File: config.mk
export PLATFORM = sky130hd
export DESIGN_NAME = ldpair_decode
export DESIGN_NICKNAME = d
export VERILOG_FILES = /design/src/rtl/ldpair_decode.sv
export SDC_FILE = /design/constraint.sdc
export NUM_CORES = 1
export LEC_CHECK = 0
export ABC_AREA = 0
export BUFFER_PORTS_ARGS = -buffer_cell sky130_fd_sc_hd__clkbuf_2
export CORE_UTILIZATION = 39
export DETAILED_ROUTE_END_ITERATION = 16
export PLACE_DENSITY = 0.9
export SETUP_SLACK_MARGIN = 0.5
export SYNTH_ARGS = -nofsm -noshare
export SYNTH_HDL_FRONTEND = slang
export SYNTH_SLANG_ARGS = --single-unit
File: constraint.sdc
create_clock -name vclk -period 4
set_clock_uncertainty 0.05 [all_clocks]
set_input_delay 0 -clock vclk [all_inputs]
set_output_delay 0 -clock vclk [all_outputs]
set_load 0.005 [all_outputs]
File: src/rtl/ldpair_decode.sv
module ldpair_decode #(
  parameter int OFF_W = 64
) (
  input  logic [31:0]      insn,
  output logic             pair_ok,
  output logic             bad_size,
  output logic             vec_rf,
  output logic [4:0]       elem_bytes,
  output logic [1:0]       amode,
  output logic             wb,
  output logic             post,
  output logic [OFF_W-1:0] byte_off,
  output logic [4:0]       rd_a,
  output logic [4:0]       rd_b,
  output logic [4:0]       rbase,
  output logic             base_sp,
  output logic             same_dst
);
  localparam int IMM_W = 7;
  localparam int EXT_W = OFF_W - IMM_W;

  logic [1:0]       szc;
  logic [2:0]       form;
  logic             fp;
  logic             form_ok;
  logic             group;
  logic             size_ok;
  logic [2:0]       shamt;
  logic [1:0]       mode_raw;
  logic [OFF_W-1:0] imm_ext;

  assign szc  = insn[31:30];
  assign fp   = insn[26];
  assign form = insn[25:23];

  always_comb begin
    form_ok  = 1'b1;
    mode_raw = 2'b00;
    unique case (form)
      3'b010:  mode_raw = 2'b00;
      3'b011:  mode_raw = 2'b01;
      3'b001:  mode_raw = 2'b10;
      default: form_ok  = 1'b0;
    endcase
  end

  assign group   = (insn[29:27] == 3'b101) && insn[22] && form_ok;
  assign size_ok = fp ? (szc != 2'b11) : (szc == 2'b00 || szc == 2'b10);

  assign pair_ok  = group & size_ok;
  assign bad_size = group & ~size_ok;

  assign shamt   = fp ? {1'b0, szc} + 3'd2 : (szc[1] ? 3'd3 : 3'd2);
  assign imm_ext = {{EXT_W{insn[21]}}, insn[21:15]};

  assign vec_rf     = pair_ok & fp;
  assign elem_bytes = pair_ok ? (5'd1 << shamt) : 5'd0;
  assign amode      = pair_ok ? mode_raw : 2'b00;
  assign wb         = pair_ok & (mode_raw != 2'b00);
  assign post       = pair_ok & (mode_raw == 2'b10);
  assign byte_off   = pair_ok ? (imm_ext << shamt) : '0;

  assign rd_a  = insn[4:0];
  assign rd_b  = insn[14:10];
  assign rbase = insn[9:5];

  assign base_sp  = pair_ok & (&insn[9:5]);
  assign same_dst = pair_ok & (insn[4:0] == insn[14:10]);
endmodule


== Word level (Yosys, flattened, before mapping) ==
Cells that the tools add are included.

* Register bits after elaboration: 0
* Latch bits: 0
* RAM bits: 0
* Memory bits (read-only): 0
* Input port bits: 32
* Output and inout port bits: 93
* Word-level logic and storage cells: 34
* Memories: 0

* Add/subtract/negate cells: 1
* $mul: 0
* Divide/modulo/power cells: 0
* $lt $le $gt $ge: 0
* Equality and inequality tests: 8
* Shift operators: 2
* Multiplexer cells: 8
* Bitwise operators: 8
* Reductions and logical operators: 7

{| class="wikitable"
|+ Operators by type and width
! operator !! count
|-
| 2-to-1 mux 64 bit || 1
|-
| << shifter 64 x 3 -> 64 bit || 1
|-
| AND 1 bit || 7
|-
| == test 3 x 2 -> 1 bit, second input constant || 2
|-
| == test 5 bit || 1
|-
| 2-to-1 mux 5 bit || 1
|-
| AND reduction 5 bit || 1
|-
| << shifter 1 x 3 -> 5 bit, first input constant || 1
|-
| == test 2 bit, second input constant || 2
|-
| case mux 2 bit (2 select lines) || 1
|-
| adder 2 x 2 -> 3 bit, second input constant || 1
|-
| == test 3 x 1 -> 1 bit, second input constant || 1
|-
| == test 3 bit, second input constant || 1
|-
| 2-to-1 mux 1 bit || 3
|-
| 2-to-1 mux 3 bit || 1
|-
| OR reduction 3 bit || 1
|-
| logical AND 1 bit || 2
|-
| logical NOT 2 bit || 1
|-
| 2-to-1 mux 2 bit || 1
|-
| != test 2 bit, second input constant || 1
|-
| nonzero test 2 bit || 1
|-
| logical OR 1 bit || 1
|-
| NOT 1 bit || 1
|}

== Depth between registers and ports, before layout ==
Gate-level depths: netlist of the first run.

* Word-level depth: 6
* Gate-level depth with buffers: 5
* Gate-level depth less buffers: 3

== Worst setup path after synthesis of the first run ==
Ideal clock, no wire load.

* Path type: input to output
* Start: in insn[28]
* End: out byte_off[14]
* Data arrival time: 1.775 ns
* Setup slack: 2.175 ns
* Stages on the path: 5
* Buffers on the path: 2
* Cells stage by stage: and4bb_1 -> o211a_4 -> buf_6 -> and2_1 -> buf_4

* Longest elaborated chain between the ends: 5

{| class="wikitable"
|+ RTL lines
! item !! RTL line !! source
|-
| start: declaration || 4 || <nowiki>input logic [31:0] insn,</nowiki>
|-
| == test 3 bit || 47 || <nowiki>assign group = (insn[29:27] == 3'b101) && insn[22] && form_ok;</nowiki>
|-
| logical AND 1 bit (2 in series) || 47 ||
|-
| AND 1 bit || 50 || <nowiki>assign pair_ok = group & size_ok;</nowiki>
|-
| via pair_ok || 5 || <nowiki>output logic pair_ok,</nowiki>
|-
| 2-to-1 mux 64 bit || 61 || <nowiki>assign byte_off = pair_ok ? (imm_ext << shamt) : '0;</nowiki>
|-
| end: declaration || 12 || <nowiki>output logic [OFF_W-1:0] byte_off,</nowiki>
|}

The timed path passes the listed nets, and every way through them passes these cells.

== Worst setup path in the final report of the first run ==
* Start: in insn[31]
* End: out byte_off[47]

* Longest elaborated chain between the ends: 5
* Elaborated cells on any way between the ends: 11
* Those cells by class: 1 x add/sub; 2 x eq/ne; 1 x shift; 4 x mux; 1 x bitwise; 2 x reduce/logical

{| class="wikitable"
|+ RTL lines
! item !! RTL line
|-
| parallel branches: the longest is 4 deep, another holds adder 2 x 2 -> 3 bit || --
|-
| 2-to-1 mux 64 bit (*) || 61
|}

Mark *: on every way between the ends.

==> results of run 1 <==
[cells by family after synthesis]
kind of cell / count (synthesis) / synth area share, %
buffers and inverters: 78 / 51.4
AOI/OAI and AO/OA: 20 / 11.0
other: 1 / 0.332
and+or+nand+nor: 49 / 33.4
xor gates and xnor gates: 5 / 3.88
[power groups by stage]
stage	clock network [µW]	logic (µW)	registers [µW]
floorplan	0	51.1	0
global placement	0	65.3	0
detailed placement	0	66.7	0
CTS	0	66.9	0
global route	0	74.4	0
finish	0	66.6	0
[per-stage QoR]
step	worst slack [ns]	hold slack (ns)
final	2.45	0.132
after global routing	2.30	0.141
after CTS	2.44	0.134
after detailed placement	2.45	0.134
after global placement	2.49	0.133
after floorplan	2.18	0.0308
[cell usage after synthesis, types with 3 or more instances]
library cell and n:
a21oi_1 7, and2_1 5, and3b_1 14, buf_4 70, buf_6 3, nand2_1 4
nand3_1 3, nor2b_1 4, nor3_1 3, o21ai_0 9, xor2_1 3
[final timing paths]
kind	start	end	slack, ns
min	insn[6]	rbase[1]	0.13
max	insn[31]	byte_off[47]	2.45
[per-layer routing]
| metal | global-route usage, % | up-vias | share of wire (%) |
|---|---|---|---|
| met5 | 0 | - | 0 |
| met1 | 14.1 | 439 | 40 |
| met2 | 24.1 | 64 | 53 |
| met3 | 0 | 0 | 7.1 |
| li1 | - | 544 | - |
| met4 | 0 | 0 | 0 |
[cell type report]
type                            count  area, µm²
Fill cell                         293       1540
Inverter                            2       7.51
Multi-Input combinational cell     78        559
Tap cell                           31       38.8
Timing Repair Buffer              122        613
==> impl_metrics.prom, run 1 <==
# TYPE chip_impl_metric gauge
chip_impl_metric{name="antenna_violating_nets_post_route",unit=""} 0
chip_impl_info{name="worst_setup_path_start_kind",value="input port"} 1
chip_impl_info{name="critical-path-slowest-cell",value="buf_4"} 1
chip_impl_info{name="path_class",value="in2out"} 1
chip_impl_metric{name="power.ir.vdd_worst",unit="mV"} 0.0449
chip_impl_metric{name="post_cts_hold_buffer_count",unit=""} 0
chip_impl_metric{name="largest_net_degree_at_the_start_of_global_routing",unit=""} 52
chip_impl_metric{name="finalWorstPathRequiredPeriod",unit="ns"} 1.55
chip_impl_metric{name="p_leak",unit="µW"} 0.000810
chip_impl_info{name="synthTopCellsByArea",value="buf_4, and3b_1, o21ai_0"} 1
chip_impl_metric{name="design_internal_power",unit="µW"} 33.1
chip_impl_metric{name="hold_depth",unit=""} 2
chip_impl_metric{name="timing.critical_path.buf_inv",unit=""} 3
chip_impl_info{name="most_frequent_cells_in_the_layout",value="clkbuf_2, and3b_1, o21ai_0, a21oi_1, and2_1"} 1
chip_impl_metric{name="crit_cells",unit=""} 6
chip_impl_metric{name="ys_warn_count",unit=""} 0
chip_impl_metric{name="layout.nets",unit=""} 236
chip_impl_metric{name="pwr-share-seq",unit="%"} 0
chip_impl_metric{name="clkbuf_count",unit=""} 0
chip_impl_metric{name="floorplan.io_pins",unit=""} 125
chip_impl_info{name="cp_cell_instances",value="clkbuf_2, and2b_1, o211a_4, and2_1, buf_4, clkbuf_2"} 1
chip_impl_metric{name="report.final.slew_viol_count",unit=""} 0
chip_impl_metric{name="p_sw",unit="µW"} 33.4
chip_impl_metric{name="finish.utilization",unit="%"} 44.2
chip_impl_metric{name="detail_route.first_pass.iterations",unit=""} 4
chip_impl_metric{name="finalHoldViolCount",unit=""} 0
chip_impl_metric{name="fin_setup_tns",unit="ns"} 0
chip_impl_metric{name="power_frac_comb",unit="%"} 100.0
chip_impl_metric{name="initial_core_util",unit="%"} 40.9
chip_impl_metric{name="biggest_cell_delay_along_the_critical_path",unit="ns"} 0.34
chip_impl_metric{name="post-synth-top-area-fraction",unit="%"} 46.6
chip_impl_metric{name="cp.arrival",unit="ns"} 1.50
chip_impl_metric{name="post_cts.resized_instances",unit=""} 0
chip_impl_metric{name="globalplace.congestion",unit=""} 0.765
chip_impl_metric{name="antenna_cells",unit=""} 0
chip_impl_metric{name="totalPowerFinal",unit="µW"} 66.6
chip_impl_metric{name="power.density_cell_area",unit="nW/µm²"} 54.6
chip_impl_metric{name="num_rows",unit=""} 19
chip_impl_metric{name="route.detailed.wl_per_inst",unit="µm"} 9.08
chip_impl_info{name="setup.worst_path.end_class",value="output port"} 1
chip_impl_metric{name="postCtsSetupBuffers",unit=""} 0
chip_impl_metric{name="ff_latch_area",unit="µm²"} 0
chip_impl_metric{name="setup_viol",unit=""} 0
chip_impl_metric{name="syn-cell-area",unit="µm²"} 1130
chip_impl_metric{name="drive_gt1_share",unit="%"} 62.9
chip_impl_metric{name="layout_worst_path_cycle_share",unit="%"} 38.7
chip_impl_metric{name="design.seq.count",unit=""} 0
chip_impl_metric{name="grt_overflow",unit=""} 0
chip_impl_info{name="mostFrequentLayoutCell",value="clkbuf_2"} 1
chip_impl_metric{name="place_hpwl",unit="µm"} 1760
chip_impl_metric{name="syn-mean-instance-area",unit="µm²"} 7.38
chip_impl_metric{name="maxCapViolCount",unit=""} 0
chip_impl_metric{name="req_time_crit_path",unit="ns"} 3.95
chip_impl_metric{name="die_height",unit="µm"} 55.8
chip_impl_metric{name="die_width",unit="µm"} 55.8
chip_impl_metric{name="placement.cell_area",unit="µm²"} 1220
chip_impl_metric{name="drt_iter0_markers",unit=""} 14
chip_impl_metric{name="syn_to_final_growth",unit="%"} 7.98
chip_impl_metric{name="antenna_found_initial",unit=""} 0
chip_impl_info{name="family_with_the_most_delay_on_the_worst_path",value="buffers and inverters"} 1
chip_impl_metric{name="detail_route.drc_violations",unit=""} 0
chip_impl_metric{name="gr-usage-all-layers",unit="%"} 11.7
chip_impl_metric{name="synth_seq_area_share",unit="%"} 0
chip_impl_metric{name="final_area",unit="µm²"} 1220
chip_impl_info{name="rsz0062_at_grt",value="no"} 1
chip_impl_metric{name="design.core.area",unit="µm²"} 2760
chip_impl_info{name="run_status",value="complete, no violations"} 1
chip_impl_metric{name="postRouteWirelength",unit="µm"} 2120
chip_impl_metric{name="first_global_vias",unit=""} 741
chip_impl_metric{name="power_switching_share",unit="%"} 50.3
chip_impl_metric{name="critical_path.max_fanout",unit=""} 51
chip_impl_info{name="hp-class",value="in2out"} 1
chip_impl_info{name="cpMostUsedCell",value="clkbuf_2"} 1
chip_impl_metric{name="placed_cells",unit=""} 233
chip_impl_metric{name="route.vias.total",unit=""} 1047
chip_impl_metric{name="clkPwrFrac",unit="%"} 0
chip_impl_metric{name="achievable-frequency",unit="GHz"} 0.646
chip_impl_metric{name="dieArea",unit="µm²"} 3110
chip_impl_info{name="post_synthesis_cell_type_with_the_largest_combined_area",value="buf_4"} 1
chip_impl_metric{name="global_route_wire_length_before_repair",unit="µm"} 3160
chip_impl_metric{name="viasPerCell",unit=""} 4.49
chip_impl_metric{name="placement.io_buffers",unit=""} 121
chip_impl_metric{name="syn-instance-count",unit=""} 153
chip_impl_metric{name="synth.lib_cells_used.distinct",unit=""} 34
chip_impl_metric{name="layout.cells.non_filler",unit=""} 233
No activity file was read; power rests on OpenSTA's default activity.
==> run 2, diff against run 1 <==
--- a/config.mk
+++ b/config.mk
@@ -7,9 +7,9 @@
 export LEC_CHECK = 0
 export ABC_AREA = 0
 export BUFFER_PORTS_ARGS = -buffer_cell sky130_fd_sc_hd__clkbuf_2
-export CORE_UTILIZATION = 39
+export CORE_UTILIZATION = 33
 export DETAILED_ROUTE_END_ITERATION = 16
-export PLACE_DENSITY = 0.9
+export PLACE_DENSITY = 0.81
 export SETUP_SLACK_MARGIN = 0.5
 export SYNTH_ARGS = -nofsm -noshare
 export SYNTH_HDL_FRONTEND = slang
==> constraint.sdc (replaced) <==
create_clock -name vclk -period 1.3
set_clock_uncertainty 0.05 [all_clocks]
set_input_delay 0 -clock vclk [all_inputs]
set_output_delay 0 -clock vclk [all_outputs]
set_load 0.005 [all_outputs]
==> run 2 against run 1 <==
Count of clock-buffer cells in the layout unchanged. Sequential share of layout area unchanged. Sequential cell count stayed put. Via count increased by 16%. Utilization grew 10 points. Largest cell class unchanged. Largest power group unchanged.
==> impl_metrics.prom, run 2 (synthesis results as in run 1) <==
# TYPE chip_impl_metric gauge
chip_impl_metric{name="power.ir.vdd_worst",unit="mV"} 0.118
chip_impl_metric{name="grt_overflow",unit=""} 0
chip_impl_metric{name="hold_depth",unit=""} 2
chip_impl_metric{name="place_hpwl",unit="µm"} 1950
chip_impl_metric{name="dieArea",unit="µm²"} 3660
chip_impl_info{name="most_frequent_cells_in_the_layout",value="clkbuf_2, buf_6, and3b_1, buf_4"} 1
chip_impl_metric{name="die_height",unit="µm"} 60.5
chip_impl_metric{name="drt_iter0_markers",unit=""} 18
chip_impl_metric{name="viasPerCell",unit=""} 4.56
chip_impl_metric{name="postRouteWirelength",unit="µm"} 3250
chip_impl_info{name="mostFrequentLayoutCell",value="clkbuf_2"} 1
chip_impl_metric{name="fillers",unit=""} 293
chip_impl_metric{name="maxCapViolCount",unit=""} 0
chip_impl_metric{name="drive_gt1_share",unit="%"} 72.5
chip_impl_metric{name="power.density_cell_area",unit="nW/µm²"} 156
chip_impl_info{name="run_status",value="complete, no violations"} 1
chip_impl_info{name="hp-class",value="in2out"} 1
chip_impl_metric{name="area_of_combinational_cells_with_multiple_inputs",unit="µm²"} 673
chip_impl_metric{name="setup_viol",unit=""} 0
chip_impl_metric{name="finalHoldViolCount",unit=""} 0
chip_impl_metric{name="route.detailed.wl_per_inst",unit="µm"} 12.2
chip_impl_metric{name="syn_to_final_growth",unit="%"} 52.3
chip_impl_metric{name="fin_setup_tns",unit="ns"} 0
chip_impl_info{name="worst_hold_path.endpoint",value="rbase[3]"} 1
chip_impl_metric{name="biggest_cell_delay_along_the_critical_path",unit="ns"} 0.32
chip_impl_info{name="setup.worst_path.end_class",value="output port"} 1
chip_impl_metric{name="totalPowerFinal",unit="µW"} 269
chip_impl_metric{name="gr-usage-all-layers",unit="%"} 13.5
chip_impl_metric{name="detail_route.drc_violations",unit=""} 0
chip_impl_metric{name="antenna_violating_nets_post_route",unit=""} 0
chip_impl_metric{name="clkbuf_count",unit=""} 0
chip_impl_metric{name="report.final.slew_viol_count",unit=""} 0
chip_impl_metric{name="finalWorstPathRequiredPeriod",unit="ns"} 1.14
chip_impl_info{name="worst_setup_path_start_kind",value="input port"} 1
chip_impl_metric{name="p_leak",unit="µW"} 0.000996
chip_impl_metric{name="cp.arrival",unit="ns"} 1.09
chip_impl_info{name="rsz0062_at_grt",value="yes"} 1
chip_impl_metric{name="route.vias.total",unit=""} 1214
chip_impl_metric{name="global_route_wire_length_before_repair",unit="µm"} 3930
chip_impl_metric{name="first_global_vias",unit=""} 902
chip_impl_metric{name="antenna_cells",unit=""} 0
chip_impl_metric{name="ff_latch_area",unit="µm²"} 0
chip_impl_metric{name="post_cts_hold_buffer_count",unit=""} 0
chip_impl_metric{name="antenna_found_initial",unit=""} 0
chip_impl_metric{name="floorplan.io_pins",unit=""} 125
chip_impl_metric{name="die_width",unit="µm"} 60.5
chip_impl_metric{name="layout.nets",unit=""} 256
chip_impl_metric{name="req_time_crit_path",unit="ns"} 1.25
chip_impl_info{name="worst_hold_path_startpoint",value="insn[8]"} 1
chip_impl_info{name="path_class",value="in2out"} 1
chip_impl_metric{name="globalplace.congestion",unit=""} 0.770
chip_impl_metric{name="critical_path.max_fanout",unit=""} 6
chip_impl_metric{name="layout_worst_path_cycle_share",unit="%"} 87.4
chip_impl_metric{name="detail_route.first_pass.iterations",unit=""} 2
chip_impl_metric{name="initial_core_util",unit="%"} 35.8
chip_impl_info{name="critical-path-slowest-cell",value="and4bb_2"} 1
chip_impl_metric{name="largest_net_degree_at_the_start_of_global_routing",unit=""} 29
chip_impl_metric{name="placement.io_buffers",unit=""} 121
chip_impl_info{name="cp_cell_instances",value="buf_8, and4bb_2, o211a_4, buf_6, and4bb_2, buf_6"} 1
chip_impl_metric{name="achievable-frequency",unit="GHz"} 0.881
chip_impl_metric{name="design.seq.count",unit=""} 0
chip_impl_metric{name="design.core.area",unit="µm²"} 3150
chip_impl_metric{name="num_rows",unit=""} 20
==> run 2: cell count changes in the layout (fill, tap and decap cells not counted), sizes merged <==
cell,change
and2,+6
clkbuf,-42
buf,+56
==> run 2: stage by stage <==
step | setup WS (ns) | hold WS, ns | area (µm²) | instances | utilization, %
floorplan | 0.133 | 0.0308 | 1150 | 156 | -
global placement | 0.140 | 0.132 | 1270 | 250 | 40.2
detailed placement | 0.0930 | 0.134 | 1270 | 250 | 40.2
CTS | 0.200 | 0.134 | 1400 | 261 | 44.3
global route | 0.115 | 0.145 | 1720 | 266 | 54.5
finish | 0.164 | 0.133 | 1720 | 266 | 54.5
==> run 2: per-layer routing <==
metal / vias to the layer above / GRT usage (%) / part of all wire (%)
met2: 72 / 27.2 / 52
met4: 0 / 1.30 / 0.83
met5: - / 0 / 0
met3: 2 / 0.640 / 8.0
met1: 547 / 16.1 / 39
li1: 593 / - / -
==> run 2: how the worst max path moves through the flow <==
| stage | start | end | slack, ns |
|---|---|---|---|
| after floorplan | insn[28] | byte_off[14] | 0.13 |
| after global placement | insn[25] | byte_off[27] | 0.14 |
| after detailed placement | insn[25] | byte_off[44] | 0.09 |
| after CTS | insn[25] | elem_bytes[2] | 0.20 |
| after global routing | insn[25] | amode[1] | 0.12 |
| final | insn[25] | amode[1] | 0.16 |
==> run 2: timing repair <==
item / CTS / global route
pin swaps: 2 / 2
resized for setup: 12 / 64
setup endpoints to repair: 74 / 74
setup buffers: 6 / 3
cloned: 5 / 2
==> run 2: cell type report <==
cell class                      instances  area share, %
Multi-Input combinational cell         84           39.2
Tap cell                               44           3.20
Timing Repair Buffer                  136           57.1
Inverter                                2          0.582
==> run 2: power breakdown <==
group	switching (µW)	internal, µW	leakage, µW
Combinational	129	140	0.000996
Sequential	0	0	0
Clock	0	0	0
Total	129	140	0.000996
==> run 2: worst max-delay path, delay by kind of cell <==
kind                   cells  cell delay [ns]
AO/OA/AOI/OAI              1             0.22
AND/OR/NAND/NOR            2             0.55
buffers and inverters      3             0.31
